**src/rtl/ir_symcap_pkg.sv**
```systemverilog
package ir_symcap_pkg;

    localparam int SYM_W = 16;

    typedef struct packed {
        logic [SYM_W-1:0] mark;
        logic [SYM_W-1:0] period;
    } sym_t;

    typedef enum logic [3:0] {
        REG_PERIOD = 4'd0,
        REG_MARK   = 4'd1,
        REG_IEN    = 4'd2,
        REG_PEND   = 4'd3,
        REG_CTRL   = 4'd4,
        REG_MAXPER = 4'd5,
        REG_CLEAR  = 4'd6,
        REG_NOISE  = 4'd7,
        REG_POL    = 4'd8,
        REG_STATUS = 4'd9,
        REG_DIV    = 4'd10
    } reg_e;

    localparam int EV_DATA = 0;
    localparam int EV_LAST = 1;
    localparam int EV_OVR  = 2;
    localparam int EV_FULL = 3;

    localparam logic [SYM_W-1:0] END_CODE = '1;

    function automatic logic [SYM_W-1:0] sat_count(input logic [SYM_W:0] v);
        return v[SYM_W] ? END_CODE : v[SYM_W-1:0];
    endfunction

endpackage

```
**src/rtl/ir_symcap_tick.sv**
```systemverilog
module ir_symcap_tick #(
    parameter int DIV_W = 8
) (
    input  logic             clk,
    input  logic             rst,
    input  logic [DIV_W-1:0] div,
    output logic             tick
);
    logic [DIV_W-1:0] cnt;
    logic [DIV_W-1:0] lim;

    assign lim  = (div == '0) ? '0 : div - 1'b1;
    assign tick = (cnt >= lim);

    always_ff @(posedge clk) begin
        if (rst)       cnt <= '0;
        else if (tick) cnt <= '0;
        else           cnt <= cnt + 1'b1;
    end
endmodule

```
**src/rtl/ir_symcap_front.sv**
```systemverilog
module ir_symcap_front #(
    parameter int NOISE_W = 8
) (
    input  logic               clk,
    input  logic               rst,
    input  logic               tick,
    input  logic               ir_in,
    input  logic               pol,
    input  logic [NOISE_W-1:0] noise,
    output logic               filt
);
    logic               s1, s2, sig;
    logic [NOISE_W-1:0] run;
    logic [NOISE_W:0]   run_nxt;

    assign sig     = s2 ^ pol;
    assign run_nxt = {1'b0, run} + 1'b1;

    always_ff @(posedge clk) begin
        if (rst) begin
            s1 <= 1'b0;
            s2 <= 1'b0;
        end else begin
            s1 <= ir_in;
            s2 <= s1;
        end
    end

    always_ff @(posedge clk) begin
        if (rst) begin
            filt <= 1'b0;
            run  <= '0;
        end else if (tick) begin
            if (sig != filt) begin
                if (run_nxt >= {1'b0, noise}) begin
                    filt <= sig;
                    run  <= '0;
                end else begin
                    run <= run_nxt[NOISE_W-1:0];
                end
            end else begin
                run <= '0;
            end
        end
    end
endmodule

```
**src/rtl/ir_symcap_timer.sv**
```systemverilog
module ir_symcap_timer
    import ir_symcap_pkg::*;
(
    input  logic             clk,
    input  logic             rst,
    input  logic             tick,
    input  logic             en,
    input  logic             filt,
    input  logic [SYM_W-1:0] maxper,
    output logic             push_v,
    output sym_t             push_d
);
    logic             filt_q, active, mark_done;
    logic [SYM_W:0]   cnt, nxt;
    logic [SYM_W-1:0] mark;
    logic             rise, fall, over;
    logic [SYM_W-1:0] mark_now;

    assign rise     = filt & ~filt_q;
    assign fall     = ~filt & filt_q;
    assign nxt      = cnt + 1'b1;
    assign over     = nxt > {1'b0, maxper};
    assign mark_now = mark_done ? mark : sat_count(nxt);

    always_ff @(posedge clk) begin
        if (rst) begin
            filt_q    <= 1'b0;
            active    <= 1'b0;
            mark_done <= 1'b0;
            cnt       <= '0;
            mark      <= '0;
            push_v    <= 1'b0;
            push_d    <= '0;
        end else begin
            push_v <= 1'b0;
            if (tick) begin
                filt_q <= filt;
                if (!en) begin
                    active <= 1'b0;
                end else if (!active) begin
                    if (rise) begin
                        active    <= 1'b1;
                        cnt       <= '0;
                        mark_done <= 1'b0;
                    end
                end else if (rise) begin
                    push_v        <= 1'b1;
                    push_d.mark   <= mark_now;
                    push_d.period <= over ? END_CODE : nxt[SYM_W-1:0];
                    cnt           <= '0;
                    mark_done     <= 1'b0;
                end else if (over) begin
                    push_v        <= 1'b1;
                    push_d.mark   <= mark_now;
                    push_d.period <= END_CODE;
                    active        <= 1'b0;
                end else if (fall) begin
                    mark      <= sat_count(nxt);
                    mark_done <= 1'b1;
                    cnt       <= nxt;
                end else begin
                    cnt <= nxt;
                end
            end
        end
    end
endmodule

```
**src/rtl/ir_symcap_fifo.sv**
```systemverilog
module ir_symcap_fifo
    import ir_symcap_pkg::*;
#(
    parameter int DEPTH = 8,
    localparam int AW = (DEPTH > 1) ? $clog2(DEPTH) : 1
) (
    input  logic        clk,
    input  logic        rst,
    input  logic        push,
    input  sym_t        din,
    input  logic        pop,
    output sym_t        dout,
    output logic        empty,
    output logic        full,
    output logic        accept,
    output logic        drop,
    output logic [AW:0] fill
);
    sym_t          mem [DEPTH];
    logic [AW-1:0] wp, rp;
    logic          pop_ok;

    function automatic logic [AW-1:0] bump(input logic [AW-1:0] p);
        return (p == AW'(DEPTH - 1)) ? '0 : p + 1'b1;
    endfunction

    assign empty  = (fill == '0);
    assign full   = (fill == (AW+1)'(DEPTH));
    assign pop_ok = pop & ~empty;
    assign accept = push & (~full | pop_ok);
    assign drop   = push & ~accept;
    assign dout   = mem[rp];

    always_ff @(posedge clk) begin
        if (accept) mem[wp] <= din;
    end

    always_ff @(posedge clk) begin
        if (rst) begin
            wp   <= '0;
            rp   <= '0;
            fill <= '0;
        end else begin
            if (accept) wp <= bump(wp);
            if (pop_ok) rp <= bump(rp);
            case ({accept, pop_ok})
                2'b10:   fill <= fill + 1'b1;
                2'b01:   fill <= fill - 1'b1;
                default: fill <= fill;
            endcase
        end
    end
endmodule

```
**src/rtl/ir_symcap.sv**
```systemverilog
module ir_symcap
    import ir_symcap_pkg::*;
#(
    parameter int          DEPTH      = 8,
    parameter int          DIV_W      = 8,
    parameter int          DEF_DIV    = 10,
    parameter int          NOISE_W    = 8,
    parameter logic [15:0] DEF_MAXPER = 16'h5000,
    localparam int         AW = (DEPTH > 1) ? $clog2(DEPTH) : 1
) (
    input  logic        clk,
    input  logic        rst,
    input  logic        ir_in,
    input  logic        bus_sel,
    input  logic        bus_wr,
    input  logic [3:0]  bus_addr,
    input  logic [15:0] bus_wdata,
    output logic [15:0] bus_rdata,
    output logic        irq
);
    logic               en_q, pol_q;
    logic [3:0]         ien_q, pend_q, set_ev, clr;
    logic [SYM_W-1:0]   maxper_q;
    logic [NOISE_W-1:0] noise_q;
    logic [DIV_W-1:0]   div_q;
    logic               tick, filt, push_v;
    sym_t               push_d, head;
    logic               empty, full, accept, drop, pop, pop_ok, wr, rd;
    logic [AW:0]        fill;

    assign wr     = bus_sel & bus_wr;
    assign rd     = bus_sel & ~bus_wr;
    assign pop    = rd && (bus_addr == REG_MARK);
    assign pop_ok = pop & ~empty;
    assign clr    = (wr && bus_addr == REG_CLEAR) ? bus_wdata[3:0] : 4'b0;

    ir_symcap_tick #(.DIV_W(DIV_W)) u_tick (
        .clk(clk), .rst(rst), .div(div_q), .tick(tick)
    );

    ir_symcap_front #(.NOISE_W(NOISE_W)) u_front (
        .clk(clk), .rst(rst), .tick(tick), .ir_in(ir_in),
        .pol(pol_q), .noise(noise_q), .filt(filt)
    );

    ir_symcap_timer u_timer (
        .clk(clk), .rst(rst), .tick(tick), .en(en_q), .filt(filt),
        .maxper(maxper_q), .push_v(push_v), .push_d(push_d)
    );

    ir_symcap_fifo #(.DEPTH(DEPTH)) u_fifo (
        .clk(clk), .rst(rst), .push(push_v), .din(push_d), .pop(pop),
        .dout(head), .empty(empty), .full(full), .accept(accept),
        .drop(drop), .fill(fill)
    );

    always_comb begin
        set_ev          = 4'b0;
        set_ev[EV_DATA] = accept;
        set_ev[EV_LAST] = accept && (push_d.period == END_CODE);
        set_ev[EV_OVR]  = drop;
        set_ev[EV_FULL] = accept && !pop_ok && (fill == (AW+1)'(DEPTH - 1));
    end

    always_ff @(posedge clk) begin
        if (rst) begin
            en_q     <= 1'b0;
            pol_q    <= 1'b0;
            ien_q    <= 4'b0;
            pend_q   <= 4'b0;
            maxper_q <= DEF_MAXPER;
            noise_q  <= '0;
            div_q    <= DIV_W'(DEF_DIV);
        end else begin
            pend_q <= (pend_q & ~clr) | set_ev;
            if (wr) begin
                case (bus_addr)
                    REG_CTRL:   en_q     <= bus_wdata[0];
                    REG_POL:    pol_q    <= bus_wdata[0];
                    REG_IEN:    ien_q    <= bus_wdata[3:0];
                    REG_MAXPER: maxper_q <= bus_wdata;
                    REG_NOISE:  noise_q  <= bus_wdata[NOISE_W-1:0];
                    REG_DIV:    div_q    <= bus_wdata[DIV_W-1:0];
                    default:    ;
                endcase
            end
        end
    end

    assign irq = |(pend_q & ien_q);

    always_comb begin
        case (bus_addr)
            REG_PERIOD: bus_rdata = empty ? 16'h0 : head.period;
            REG_MARK:   bus_rdata = empty ? 16'h0 : head.mark;
            REG_IEN:    bus_rdata = {12'h0, ien_q};
            REG_PEND:   bus_rdata = {12'h0, pend_q};
            REG_CTRL:   bus_rdata = {15'h0, en_q};
            REG_MAXPER: bus_rdata = maxper_q;
            REG_NOISE:  bus_rdata = 16'(noise_q);
            REG_POL:    bus_rdata = {15'h0, pol_q};
            REG_STATUS: bus_rdata = {empty ? 8'h00 : 8'hFF, 5'b0, pend_q[EV_OVR], 2'b0};
            REG_DIV:    bus_rdata = 16'(div_q);
            default:    bus_rdata = 16'h0;
        endcase
    end
endmodule

```
**config.mk**
```make
export PLATFORM = sky130hd
export DESIGN_NAME = ir_symcap
export DESIGN_NICKNAME = d
export VERILOG_FILES = /design/src/rtl/ir_symcap_pkg.sv /design/src/rtl/ir_symcap_tick.sv /design/src/rtl/ir_symcap_front.sv /design/src/rtl/ir_symcap_timer.sv /design/src/rtl/ir_symcap_fifo.sv /design/src/rtl/ir_symcap.sv
export SDC_FILE = /design/constraint.sdc
export NUM_CORES = 1
export LEC_CHECK = 0
export BUFFER_PORTS_ARGS = -buffer_cell sky130_fd_sc_hd__buf_4
export CAP_MARGIN = 20
export CELL_PAD_IN_SITES_DETAIL_PLACEMENT = 1
export CELL_PAD_IN_SITES_GLOBAL_PLACEMENT = 1
export CORE_MARGIN = 8
export CORE_UTILIZATION = 52
export CTS_CLUSTER_SIZE = 25
export DETAILED_ROUTE_END_ITERATION = 10
export GPL_ROUTABILITY_DRIVEN = 0
export GPL_TIMING_DRIVEN = 1
export PLACE_DENSITY_LB_ADDON = 0.1
export SYNTH_ARGS = -nofsm -noshare
export SYNTH_HDL_FRONTEND = slang
export SYNTH_SLANG_ARGS = --single-unit
export TNS_END_PERCENT = 50
```
**constraint.sdc**
```tcl
create_clock -name clk -period 7.95 [get_ports clk]
set_clock_uncertainty 0.1 [all_clocks]
set_input_delay 2.385 -clock clk [delete_from_list [all_inputs] [get_ports clk]]
set_output_delay 2.385 -clock clk [all_outputs]
set_load 0.1 [all_outputs]
```
; ---- Word-level counts from Yosys, hierarchy flattened
; Memory sizes are Yosys's and may differ from the RTL's. A register that Yosys moved wholly into a read port is not among the register bits.
; Index checks and enable logic that the tools add are counted.
[totals]
regBits = 140
ram_bits = 256
out_inout_bits = 17
word_cells = 141
mem_count = 1
[op_classes]
n_addsub = 8
magnitude_cmp = 3
eq_ne = 19
n_mux = 36
bitwise = 24
reduce_logical = 27
[memory_table]
columns = memory, depth, word_bits, read_ports, rd_ports_with_merged_regs, write_ports, line
row1 = u_fifo.mem, 8, 32, 1, 1, 1, ir_symcap_fifo.sv:19  ; sym_t mem [DEPTH];
[op_table]
columns = op, count
row1 = 16-bit case mux with 10 select lines, 1
row2 = 16-bit two-way mux, 5
row3 = 17-bit two-way mux, 4
row4 = 32-bit two-way mux, 2
row5 = 8-bit two-way mux, 4
row6 = 4-bit by 3-bit equality test with 1-bit output (second input constant), 5
row7 = 17-bit by 1-bit adder with 17-bit output (second input constant), 1
row8 = 17-bit by 16-bit > comparator with 1-bit output, 1
row9 = 16-bit equality test (second input constant), 1
row10 = 4-bit equality test (second input constant), 4
row11 = 1-bit two-way mux, 14
row12 = 3-bit two-way mux, 4
row13 = 2-bit AND reduction, 6
row14 = 1-bit NOT, 11
row15 = 8-bit by 1-bit adder with 9-bit output (second input constant), 1
row16 = 9-bit by 8-bit >= comparator with 1-bit output, 1
row17 = 8-bit by 1-bit adder with 8-bit output (second input constant), 1
row18 = 4-bit AND, 2
row19 = 4-bit by 2-bit equality test with 1-bit output (second input constant), 2
row20 = 8-bit >= comparator, 1
row21 = 4-bit zero test, 2
row22 = 8-bit zero test, 1
row23 = 4-bit case mux with 2 select lines, 1
row24 = 4-bit AND reduction, 2
row25 = 24 further kinds, 40

; ---- Depth between registers and ports, before layout
; Gate-level depths: netlist of the first run.
[depth]
depth_word = 9
mapped_depth = 16

; ---- Hierarchy
; From an unflattened synthesis of the first run, not the netlist that was laid out.
[hier_totals]
hier_cells = 1325
area_unflattened_um2 = 17954.7
[by_module_without_submodules]
columns = module, instances, cells_per_inst, area_per_inst_um2, seq_area_each_um2
row1 = ir_symcap_fifo, 1, 460, 10366.2, 7947.6
row2 = ir_symcap_timer, 1, 436, 3938.8, 1381.3
row3 = ir_symcap, 1, 266, 2250.9, 840.8
row4 = ir_symcap_front, 1, 88, 763.2, 220.2
row5 = ir_symcap_tick, 1, 75, 635.6, 160.2

; ---- Least setup slack after synthesis of the first run
; Ideal clock, no wire load.
[synth_path]
path_kind = input-to-output
startpoint = in bus_addr[1]
endpoint = out bus_rdata[5]
arrival_time_ns = 5.616
t_required_ns = 5.465
setup_slack_ns = -0.151
stages = 6
path_cell_list = buf_6 > or4b_4 > buf_6 > clkbuf_1 > o22a_1 > o21ai_0
[synth_between]
elab_chain_len = 2
[synth_rtl]
columns = element, line
row1 = start: declaration, ir_symcap.sv:16  ; input logic [3:0] bus_addr,
row2 = 4-bit equality test (tied with other cells), ir_symcap.sv:93  ; case (bus_addr)
row3 = 16-bit case mux with 10 select lines *, ir_symcap.sv:93
row4 = end: declaration, ir_symcap.sv:18  ; output logic [15:0] bus_rdata,
; Every way passes the cells marked *; elsewhere a longest branch is shown, timed or not.

; ---- Final worst setup path of the first run
[layout_path]
startpoint = in bus_addr[0]
endpoint = out bus_rdata[7]
; Same word-level chain as after synthesis.

==> results by group, run 1 <==
Status
  – Status: complete, no violations

Synthesis
  – Syn Area/Cell: 13.4 um^2
  – Cells after Synth: 1301
  – Synth unique cells: 77
  – Post-synth top area cell: edfxtp_1
  – Ys async rst share: 0
  – Post-Syn Area: 17400 um^2
  – Top_reg_cell synth: edfxtp_1
  – Sequential area share after synthesis: 0.607
  – Post-synth EDFFs: 256
  – Syn nets: 1371
  – Top post-synthesis cells by area: edfxtp_1, dfxtp_1, mux4_2, mux2i_1, ha_1
  – Yosys top cell area share: 0.442
  – Ys Warns: 0
  – Yosys reg bits: 399

Pwr
  – VDD IR max: 201 uV
  – Leak: 6.91 nW
  – Power per cell area: 216 nW/um^2

Timing
  – RSZ-0062 raised after global routing: false
  – Hold Slack: 0.339 ns
  – Max-slew violation count: 0
  – Endpoints failing hold: 0
  – Finish-stage setup viols: 0
  – Final setup TNS: 0 ns
  – Max_slew headroom: 0.279
  – Fmax: 149 MHz
  – Post-layout min period: 6.70 ns
  – Period utilization: 0.843
  – Worst-Margin Slew: 1.08 ns
  – Worst setup margin: 1.25 ns

Worst hold path
  – Worst hold path endpoint: u_front.s2
  – Worst Hold Class: reg -> reg
  – Hold path cells: 1
  – Min-Delay Startpoint: u_front.s1

Detailed routing
  – DR vias: 10.8k
  – Routed Antenna Nets: 0
  – Vias/cell: 5.93
  – WL/cell: 24.2 um
  – DR iter-0 viols: 785
  – # DRC: 0
  – First drt pass iteration count: 6
  – DRT Wirelength: 43.9 mm

Global route
  – Remaining Overflow, GRT: 0
  – Vias in the first global route: 11.4k
  – Antenna violations before repair: 0
  – First-pass GRT wire length: 68.4 mm
  – Largest net degree at the start of global routing: 68
  – GRT Util Overall: 0.227

Layout
  – Most frequent cells in the layout: edfxtp_1, dfxtp_1, nand2_1
  – Syn-to-layout area delta: 12.1%
  – Filler cells: 3275
  – Nets: 1404
  – Commonest non-fill, non-tap cell in the layout: edfxtp_1
  – Layout cells sized above 1: 0.168
  – Fin util: 0.587

Clock network
  – Post-CTS Setup Inserts: 0
  – Clk root buf: clkbuf_16
  – CTS sink cnt: 399
  – Clock H-tree levels: 2
  – Clock Tree Buf Depth: 3
  – Clock slew at reported path FFs: 0.05 ns
  – Post-CTS sizing: 0
  – CTS buffer count: 41
  – Clock latency on the worst-skew pair: 0.55 ns
  – CTS Hold Bufs: 0
  – CTS tree: done

Place
  – Hpwl dp: 29.2 mm
  – Pre-CTS WS: 1.28 ns
  – PortBufs: 41

Worst setup path
  – CP Class: in -> out
  – Worst reg2reg path depth: 13
  – CP Data Arrival Time: 4.21 ns
  – CP max FO: 16
  – CP startpoint kind: primary input
  – FF-to-FF Start: u_timer.cnt[0]
  – Setup crit end kind: output pin
  – FF-to-FF setup slack: 2.89 ns
  – Worst endpoint required time: 5.47 ns
  – RR Endpoint: u_timer.push_d[14]

Die
  – Height of the die: 199 um
  – Die Span X: 199 um
  – Initial core utilization: 0.524
  – Core ar.: 33200 um^2
  – Die area: 39500 um^2
  – Row count: 67
  – Number of top-level pins: 42

Flow run
  – Max-cap violation count: 0
kinds of logic (layout without fill, tap and decap cells):
group,after synthesis,count (layout),share of synthesized area
buf+inv,122,188,0.0306
xor+xnor,36,36,0.0181
fa+ha+maj,45,45,0.0328
flops,399,399,0.607
compound gates,175,175,0.0684
other cells,0,1,0
simple gates,363,363,0.104
mux,161,161,0.140
synth_stat cells, types with 4 or more instances:
master       n
nor4_1       7
nand3b_1    13
a21oi_1     45
ha_1        44
a222oi_1     4
dfxtp_1    143
a211o_1      4
xor2_1      18
nand4_1     11
o22ai_1     13
nor2b_1     13
or2_2        6
and3_1       7
a2bb2oi_1    5
a22oi_1      5
a22o_1       4
inv_1       55
buf_2       14
o21ai_0     30
a211oi_1    20
nor3_1      18
nor3b_1      8
mux2i_1     86
nand3_1     19
xnor2_1     18
and2_1       7
buf_1        7
o22a_1       4
edfxtp_1   256
nor2_1     109
mux4_2      64
nand2_1    111
nand2b_1    11
mux2_2      11
o31ai_1     11
buf_6        5
clkbuf_1    37
worst max-delay path by stage:
stage                start      endpoint  slack [ns]  cells past startpoint
6_report       bus_addr[0]  bus_rdata[7]        1.25                      6
5_1_grt        bus_addr[0]  bus_rdata[6]        1.20                      6
4_1_cts        bus_addr[0]  bus_rdata[7]        1.28                      6
3_5_place_dp   bus_addr[0]  bus_rdata[7]        1.28                      6
3_3_place_gp   bus_addr[3]  bus_rdata[7]        1.36                      5
2_1_floorplan  bus_addr[1]  bus_rdata[7]       0.003                      5
worst max-delay path, stage by stage:
cell	delay, ns
buf_4	0.14
nor2_1	0.23
nand2_1	0.49
o22a_1	0.33
o21ai_0	0.28
buf_4	0.36
through the flow:
step / std cells / power (mW) / instance area [um^2]
final: 1816 / 4.21 / 19500
after global routing: 1815 / 4.33 / 19500
after CTS: 1815 / 4.25 / 19500
after detailed placement: 1739 / 2.30 / 18100
after global placement: 1739 / 2.30 / 18100
after floorplan: 1301 / 2.27 / 17400
state kept, by name, summed over array words and instances (netlist names), 3 cells and up, named ones only:
| name | count |
|---|---|
| div_q | 8 |
| ien_q | 4 |
| maxper_q | 16 |
| noise_q | 8 |
| pend_q | 4 |
| u_fifo.fill | 4 |
| u_fifo.mem | 256 |
| u_fifo.rp | 3 |
| u_fifo.wp | 3 |
| u_front.run | 8 |
| u_tick.cnt | 8 |
| u_timer.cnt | 17 |
| u_timer.mark | 16 |
| u_timer.push_d | 32 |
power by group:
group	switching, mW	internal, mW	total, mW	leakage, nW
registers	0.00485	2.18	2.19	3.53
logic	0.0437	0.0229	0.0666	2.71
clock network	0.813	1.14	1.96	0.682
per-layer routing:
layer | GRT usage | share of wire
met3 | 0.0250 | 0.031
met5 | 0 | 0
met4 | 0.0692 | 0.024
met2 | 0.377 | 0.48
met1 | 0.312 | 0.46
area by class of cell:
class | instances | area (um^2) | share of cell area
clock buffers | 49 | 1080 | 0.0552
flip-flops and latches | 399 | 10600 | 0.542
repair buffers | 56 | 420 | 0.0216
well taps | 448 | 561 | 0.0288
diodes | 1 | 2.50 | 0.000128
clock inverters | 27 | 307 | 0.0157
multi-input cells | 780 | 6350 | 0.326
inverters | 56 | 210 | 0.0108
Power figures use the tool's default switching activity.
==> inputs of run 2 (changes only) <==
==> constraint.sdc (replaced) <==
create_clock -name clk -period 6.7 [get_ports clk]
set_clock_uncertainty 0.1 [all_clocks]
set_input_delay 2.01 -clock clk [delete_from_list [all_inputs] [get_ports clk]]
set_output_delay 2.01 -clock clk [all_outputs]
set_load 0.1 [all_outputs]
==> run 2 against run 1 <==
Cell count rose by 0.28%. Power rose by 16%. Global-route usage rose by 0.13 points. Critical path depth rose by 1. Flip-flop and latch count did not move. Core utilization fell by 0.079 points. Combinational power rose by 20%. Critical path type unchanged. Largest cell class unchanged. Largest power group unchanged. Highest routed layer unchanged.
==> results by group, run 2 (synthesis results as in run 1) <==
Status
  – Status: complete, no violations

Worst setup path
  – Critical path buffers and inverters: 2 (unchanged)
  – Setup crit end kind: output pin
  – FF-to-FF Start: u_timer.cnt[0]
  – Family with the most delay on the worst path: simple AND/OR/NAND/NOR gates
  – Critical-path top delay cell: nand2_1
  – FF-to-FF setup slack: 1.66 ns (-1.23 ns)
  – Worst reg2reg path depth: 14 (+1)
  – CP startpoint kind: primary input
  – Crit-path max cell delay: 0.50 ns (about the same)
  – CP Data Arrival Time: 3.81 ns (-0.40 ns)
  – CP Class: in -> out
  – Worst path cell trace: buf_4, nor2_1, nand2_1, o22ai_1, o21ai_0, nand2_1, buf_4
  – Worst endpoint required time: 4.59 ns (-0.88 ns)
  – CP max FO: 16 (unchanged)
  – RR Endpoint: u_timer.push_d[0]

Timing
  – Worst-Margin Slew: 1.02 ns (-0.0607 ns)
  – Endpoints failing hold: 0 (unchanged)
  – RSZ-0062 raised after global routing: false
  – Max-slew violation count: 0 (unchanged)
  – Final setup TNS: 0 ns (unchanged)
  – Post-layout min period: 5.92 ns
  – Finish-stage setup viols: 0 (unchanged)
  – Period utilization: 0.883
  – Fmax: 169 MHz
  – Max_slew headroom: 0.321 (+0.0421)

Layout
  – Nets: 1409 (+0.36%)
  – Filler cells: 3300 (+0.76%)
  – Finished Cell Area: 19500 um^2 (-0.13%)
  – Commonest non-fill, non-tap cell in the layout: edfxtp_1
  – Most frequent cells in the layout: edfxtp_1, dfxtp_1, nand2_1
  – Largest register FFs: 256 (unchanged)
  – Fin util: 0.586 (-0.000792)
  – Biggest regs: u_fifo.mem x256, u_timer.push_d x32, u_timer.cnt x17
  – Layout cells sized above 1: 0.164 (-0.00365)
  – Largest register by flop count: u_fifo.mem
  – Syn-to-layout area delta: 11.9%
  – ANT cells: 0 (-1)

Global route
  – GRT Util Overall: 0.228 (+0.00129)
  – Largest net degree at the start of global routing: 69 (+1.5%)
  – First-pass GRT wire length: 68.1 mm (-0.48%)
  – Vias in the first global route: 11.4k (+0.061%)
  – Antenna violations before repair: 1 (+1)
  – Remaining Overflow, GRT: 0 (unchanged)

Clock network
  – Clock Tree Buf Depth: 3 (unchanged)
  – Post-CTS sizing: 0 (unchanged)
  – Clock H-tree levels: 2 (unchanged)
  – Clk root buf: clkbuf_16
  – Post-CTS Setup Inserts: 0 (unchanged)
  – CTS Hold Bufs: 0 (unchanged)
  – CTS buffer count: 42 (+2.4%)
  – CTS tree: done
  – Clock slew at reported path FFs: 0.06 ns (about the same)
  – Clock latency on the worst-skew pair: 0.56 ns (about the same)
  – CTS sink cnt: 399 (unchanged)

Detailed routing
  – # DRC: 0 (unchanged)
  – DRT Wirelength: 44.5 mm (+1.3%)
  – Routed Antenna Nets: 0 (unchanged)
  – DR vias: 10.9k (+0.96%)
  – Vias/cell: 5.97 (+0.68%)
  – DR iter-0 viols: 932 (+19%)
  – First drt pass iteration count: 8 (+2)
  – WL/cell: 24.4 um (+1.0%)

Pwr
  – Clock share of power: 0.455 (-0.010)
  – Combinational share of power: 0.016 (about the same)
  – Sw Share: 0.211 (+0.00644)
  – VDD IR max: 194 uV (-3.5%)
  – Leak: 6.89 nW (-0.39%)
  – Sw power: 1.04 mW (+20%)
  – Power per cell area: 252 nW/um^2 (+17%)
  – Pint: 3.87 mW (+16%)
  – Sequential power share: 0.529 (+0.010)

Place
  – PortBufs: 41 (unchanged)
  – Hpwl dp: 29.4 mm (+0.69%)
  – Post-DP Area: 18200 um^2 (+0.28%)

Die
  – Row count: 67 (unchanged)
  – Height of the die: 199 um (unchanged)
  – Die Span X: 199 um (unchanged)
  – Core ar.: 33200 um^2 (unchanged)
  – Initial core utilization: 0.524 (unchanged)
  – Number of top-level pins: 42 (unchanged)
  – Die area: 39500 um^2 (unchanged)

Worst hold path
  – Worst hold path endpoint: u_front.s2
  – Hold path cells: 1 (unchanged)
  – Min-Delay Startpoint: u_front.s1
  – Worst Hold Class: reg -> reg

Flow run
  – Max-cap violation count: 0 (unchanged)
## run 2: cell types whose count changed in the layout (fill, tap and decap cells not counted), sizes merged
cell	delta
buf	+4
clkinv	-2
clkbuf	+6
bufinv	-3
inv	+1
diode	-1
## run 2: cell type report
cell class                 count  area [um^2]  share of cell area
sequential                   399        10600               0.543
multi-input combinational    780         6360               0.327
clock buffer                  55         1100              0.0565
tap                          448          561              0.0288
timing repair buffer          60          463              0.0238
inverter                      56          210              0.0108
clock inverter                23          208              0.0107
## run 2: power by group through the flow
stage          clock network [mW]  registers [mW]  logic [mW]
2_1_floorplan                   0            2.64      0.0498
3_3_place_gp                    0            2.65      0.0775
3_5_place_dp                    0            2.65      0.0797
4_1_cts                      2.27            2.59      0.0802
5_1_grt                      2.36            2.59      0.0867
6_report                     2.23            2.59      0.0796
## run 2: worst max path at each step
stage	start	end	cells after the start
6_report	bus_addr[0]	bus_rdata[8]	7
5_1_grt	bus_addr[0]	bus_rdata[15]	7
4_1_cts	bus_addr[0]	bus_rdata[8]	7
3_5_place_dp	bus_addr[0]	bus_rdata[5]	6
3_3_place_gp	bus_addr[0]	bus_rdata[5]	6
2_1_floorplan	bus_addr[1]	bus_rdata[5]	6
## run 2: routing by layer
| metal | up-vias | GRT usage | wire [um] |
|---|---|---|---|
| li1 | 4952 | - | - |
| met4 | 0 | 0.0593 | 877 |
| met2 | 275 | 0.392 | 22100 |
| met3 | 54 | 0.0364 | 2240 |
| met1 | 5585 | 0.298 | 19200 |
| met5 | - | 0 | 0 |
## run 2: stage by stage
step | std cells | power [mW] | hold slack (ns) | worst slack, ns
after detailed placement | 1743 | 2.73 | 0.359 | 0.849
after CTS | 1821 | 4.94 | 0.367 | 0.811
after global placement | 1743 | 2.72 | 0.325 | 0.932
after global routing | 1821 | 5.04 | 0.366 | 0.719
final | 1821 | 4.90 | 0.359 | 0.784
after floorplan | 1301 | 2.69 | 0.314 | 0.103
==> inputs of run 3 (changes only) <==
--- a/config.mk
+++ b/config.mk
@@ -16,6 +16,7 @@
 export GPL_ROUTABILITY_DRIVEN = 0
 export GPL_TIMING_DRIVEN = 1
 export PLACE_DENSITY_LB_ADDON = 0.1
+export RECOVER_POWER = 50
 export SYNTH_ARGS = -nofsm -noshare
 export SYNTH_HDL_FRONTEND = slang
 export SYNTH_SLANG_ARGS = --single-unit
==> run 3 against run 2 <==
The run now ends with max-capacitance violations, max-slew violations left. Critical path depth shrank 1. Hold slack is essentially flat. Die area is the same. Sequential share of layout area grew 0.11 points. Cell count is the same. Flip-flop and latch count is the same. Count of clock-buffer cells in the layout is the same. Critical endpoint unchanged. Largest power group unchanged.
==> results by group, run 3 (synthesis results as in run 1) <==
Die
  – Core ar.: 33200 um^2 (unchanged)
  – Die area: 39500 um^2 (unchanged)
  – Number of top-level pins: 42 (unchanged)
  – Row count: 67 (unchanged)
  – Die Span X: 199 um (unchanged)
  – Height of the die: 199 um (unchanged)
  – Initial core utilization: 0.524 (unchanged)

Clock network
  – CTS tree: done
  – Post-CTS sizing: 0 (unchanged)
  – Clock Tree Buf Depth: 3 (unchanged)
  – Clock latency on the worst-skew pair: 0.56 ns (about the same)
  – Post-CTS Setup Inserts: 0 (unchanged)
  – Clock H-tree levels: 2 (unchanged)
  – Clock slew at reported path FFs: 0.06 ns (about the same)
  – CTS buffer count: 42 (unchanged)
  – CTS Hold Bufs: 0 (unchanged)
  – CTS sink cnt: 399 (unchanged)
  – Clk root buf: clkbuf_16

Layout
  – Largest register by flop count: u_fifo.mem
  – Nets: 1409 (unchanged)
  – ANT cells: 0 (unchanged)
  – Commonest non-fill, non-tap cell in the layout: edfxtp_1
  – Largest register FFs: 256 (unchanged)
  – Syn-to-layout area delta: 11.7%
  – Layout cells sized above 1: 0.160 (-0.00437)
  – Most frequent cells in the layout: edfxtp_1, dfxtp_1, nand2_1
  – Fin cells: 1821 (unchanged)
  – Biggest regs: u_fifo.mem x256, u_timer.push_d x32, u_timer.cnt x17

Worst setup path
  – Critical-path top delay cell: or4b_1
  – CP Class: in -> out
  – CP max FO: 18 (+2)
  – Setup crit end kind: output pin
  – Crit-path max cell delay: 0.89 ns (+0.39 ns)
  – Worst path cell trace: buf_4, or4b_1, o22ai_1, o21ai_0, nand2_1, buf_4
  – Worst endpoint required time: 4.59 ns (about the same)
  – Family with the most delay on the worst path: simple AND/OR/NAND/NOR gates
  – CP startpoint kind: primary input
  – Critical path buffers and inverters: 2 (unchanged)
  – CP Data Arrival Time: 4.00 ns (+0.19 ns)
  – Most used cell, CP: buf_4

Pwr
  – Power per cell area: 252 nW/um^2 (+0.13%)
  – Leak: 6.87 nW (-0.21%)
  – VDD IR max: 194 uV (-0.16%)

Global route
  – Antenna violations before repair: 1 (unchanged)
  – First-pass GRT wire length: 68.1 mm (unchanged)
  – GRT Util Overall: 0.228 (unchanged)
  – Largest net degree at the start of global routing: 69 (unchanged)
  – Remaining Overflow, GRT: 0 (unchanged)
  – Vias in the first global route: 11.4k (unchanged)

Detailed routing
  – # DRC: 0 (unchanged)
  – First drt pass iteration count: 7 (-1)
  – Vias/cell: 5.94 (-0.53%)
  – WL/cell: 24.4 um (-0.18%)
  – DRT Wirelength: 44.4 mm (-0.18%)
  – DR vias: 10.8k (-0.53%)
  – Routed Antenna Nets: 0 (unchanged)
  – DR iter-0 viols: 878 (-5.8%)

Timing
  – Period utilization: 0.912 (+0.0288)
  – Endpoints failing hold: 0 (unchanged)
  – Post-layout min period: 6.11 ns (+0.193 ns)
  – RSZ-0062 raised after global routing: false
  – Worst-Margin Slew: 2.90 ns (+1.88 ns)
  – Final setup TNS: 0 ns (unchanged)
  – Max_slew headroom: -0.934 (-1.26)
  – Finish-stage setup viols: 0 (unchanged)
  – Max-slew violation count: 65 (+65)
  – Fmax: 164 MHz (-3.2%)

Status
  – Status: complete, but fails checks
  – Failing checks: max-capacitance violations, max-slew violations

Flow run
  – Max-cap violation count: 1 (+1)

Place
  – Inst Count DP: 1743 (unchanged)
  – PortBufs: 41 (unchanged)
  – Hpwl dp: 29.4 mm (unchanged)

Worst hold path
  – Worst Hold Class: reg -> reg
-- run 3: changes by cell type in the layout (fill, tap and decap cells not counted), sizes merged --
cell | before | now
buf | 60 | 56
clkbuf | 55 | 59
-- run 3: routing by layer --
| metal | vias up | global-route usage | wire (um) |
|---|---|---|---|
| met4 | 0 | 0.0593 | 877 |
| met5 | - | 0 | 0 |
| met2 | 273 | 0.392 | 22100 |
| li1 | 4945 | - | - |
| met3 | 56 | 0.0364 | 2330 |
| met1 | 5534 | 0.298 | 19100 |
-- run 3: layout make-up --
cell class	instances	area, um^2
repair buffers	60	450
flip-flops and latches	399	10600
inverters	56	210
well taps	448	561
clock inverters	23	208
fillers	3307	13800
clock buffers	55	1100
multi-input cells	780	6340
-- run 3: where the power goes --
| group | total (mW) | internal (mW) | switching, mW | leakage (nW) |
|---|---|---|---|---|
| clock network | 2.23 | 1.25 | 0.975 | 0.633 |
| logic | 0.0788 | 0.0268 | 0.0520 | 2.71 |
| registers | 2.59 | 2.59 | 0.00596 | 3.53 |
| total | 4.90 | 3.87 | 1.03 | 6.87 |
-- run 3: worst register-to-register path: stages (launching register included) --
cell       delay (ns)
dfxtp_1          0.58
ha_1             0.36
nand4_2          0.26
or2_2            0.36
xor2_1           0.13
buf_4            0.16
inv_1            0.05
ha_1             0.30
nand4_1          0.17
nor3_1           0.09
a2111oi_0        0.82
o2111a_1         0.59
nand2_2          0.11
nor2_2           0.61
a211oi_1         0.19
-- run 3: final timing paths --
| path | from | depth (start not counted) | slack (ns) | end |
|---|---|---|---|---|
| worst max register to register | u_timer.cnt[0] | 14 | 1.63 | u_timer.push_d[0] |
| worst min register to register | u_front.s1 | 1 | 0.36 | u_front.s2 |
| worst min-delay path | u_front.s1 | 1 | 0.36 | u_front.s2 |
| worst max-delay path | bus_addr[3] | 6 | 0.59 | bus_rdata[8] |
-- run 3: metrics by stage --
step	hold WS (ns)	util	area (um^2)	power, mW	worst slack [ns]
after floorplan	0.314	-	17400	2.69	0.103
after global placement	0.325	0.547	18200	2.72	0.932
after detailed placement	0.359	0.547	18200	2.73	0.849
after CTS	0.367	0.586	19500	4.94	0.811
after global routing	0.366	0.585	19400	5.03	0.552
final	0.359	0.585	19400	4.90	0.591
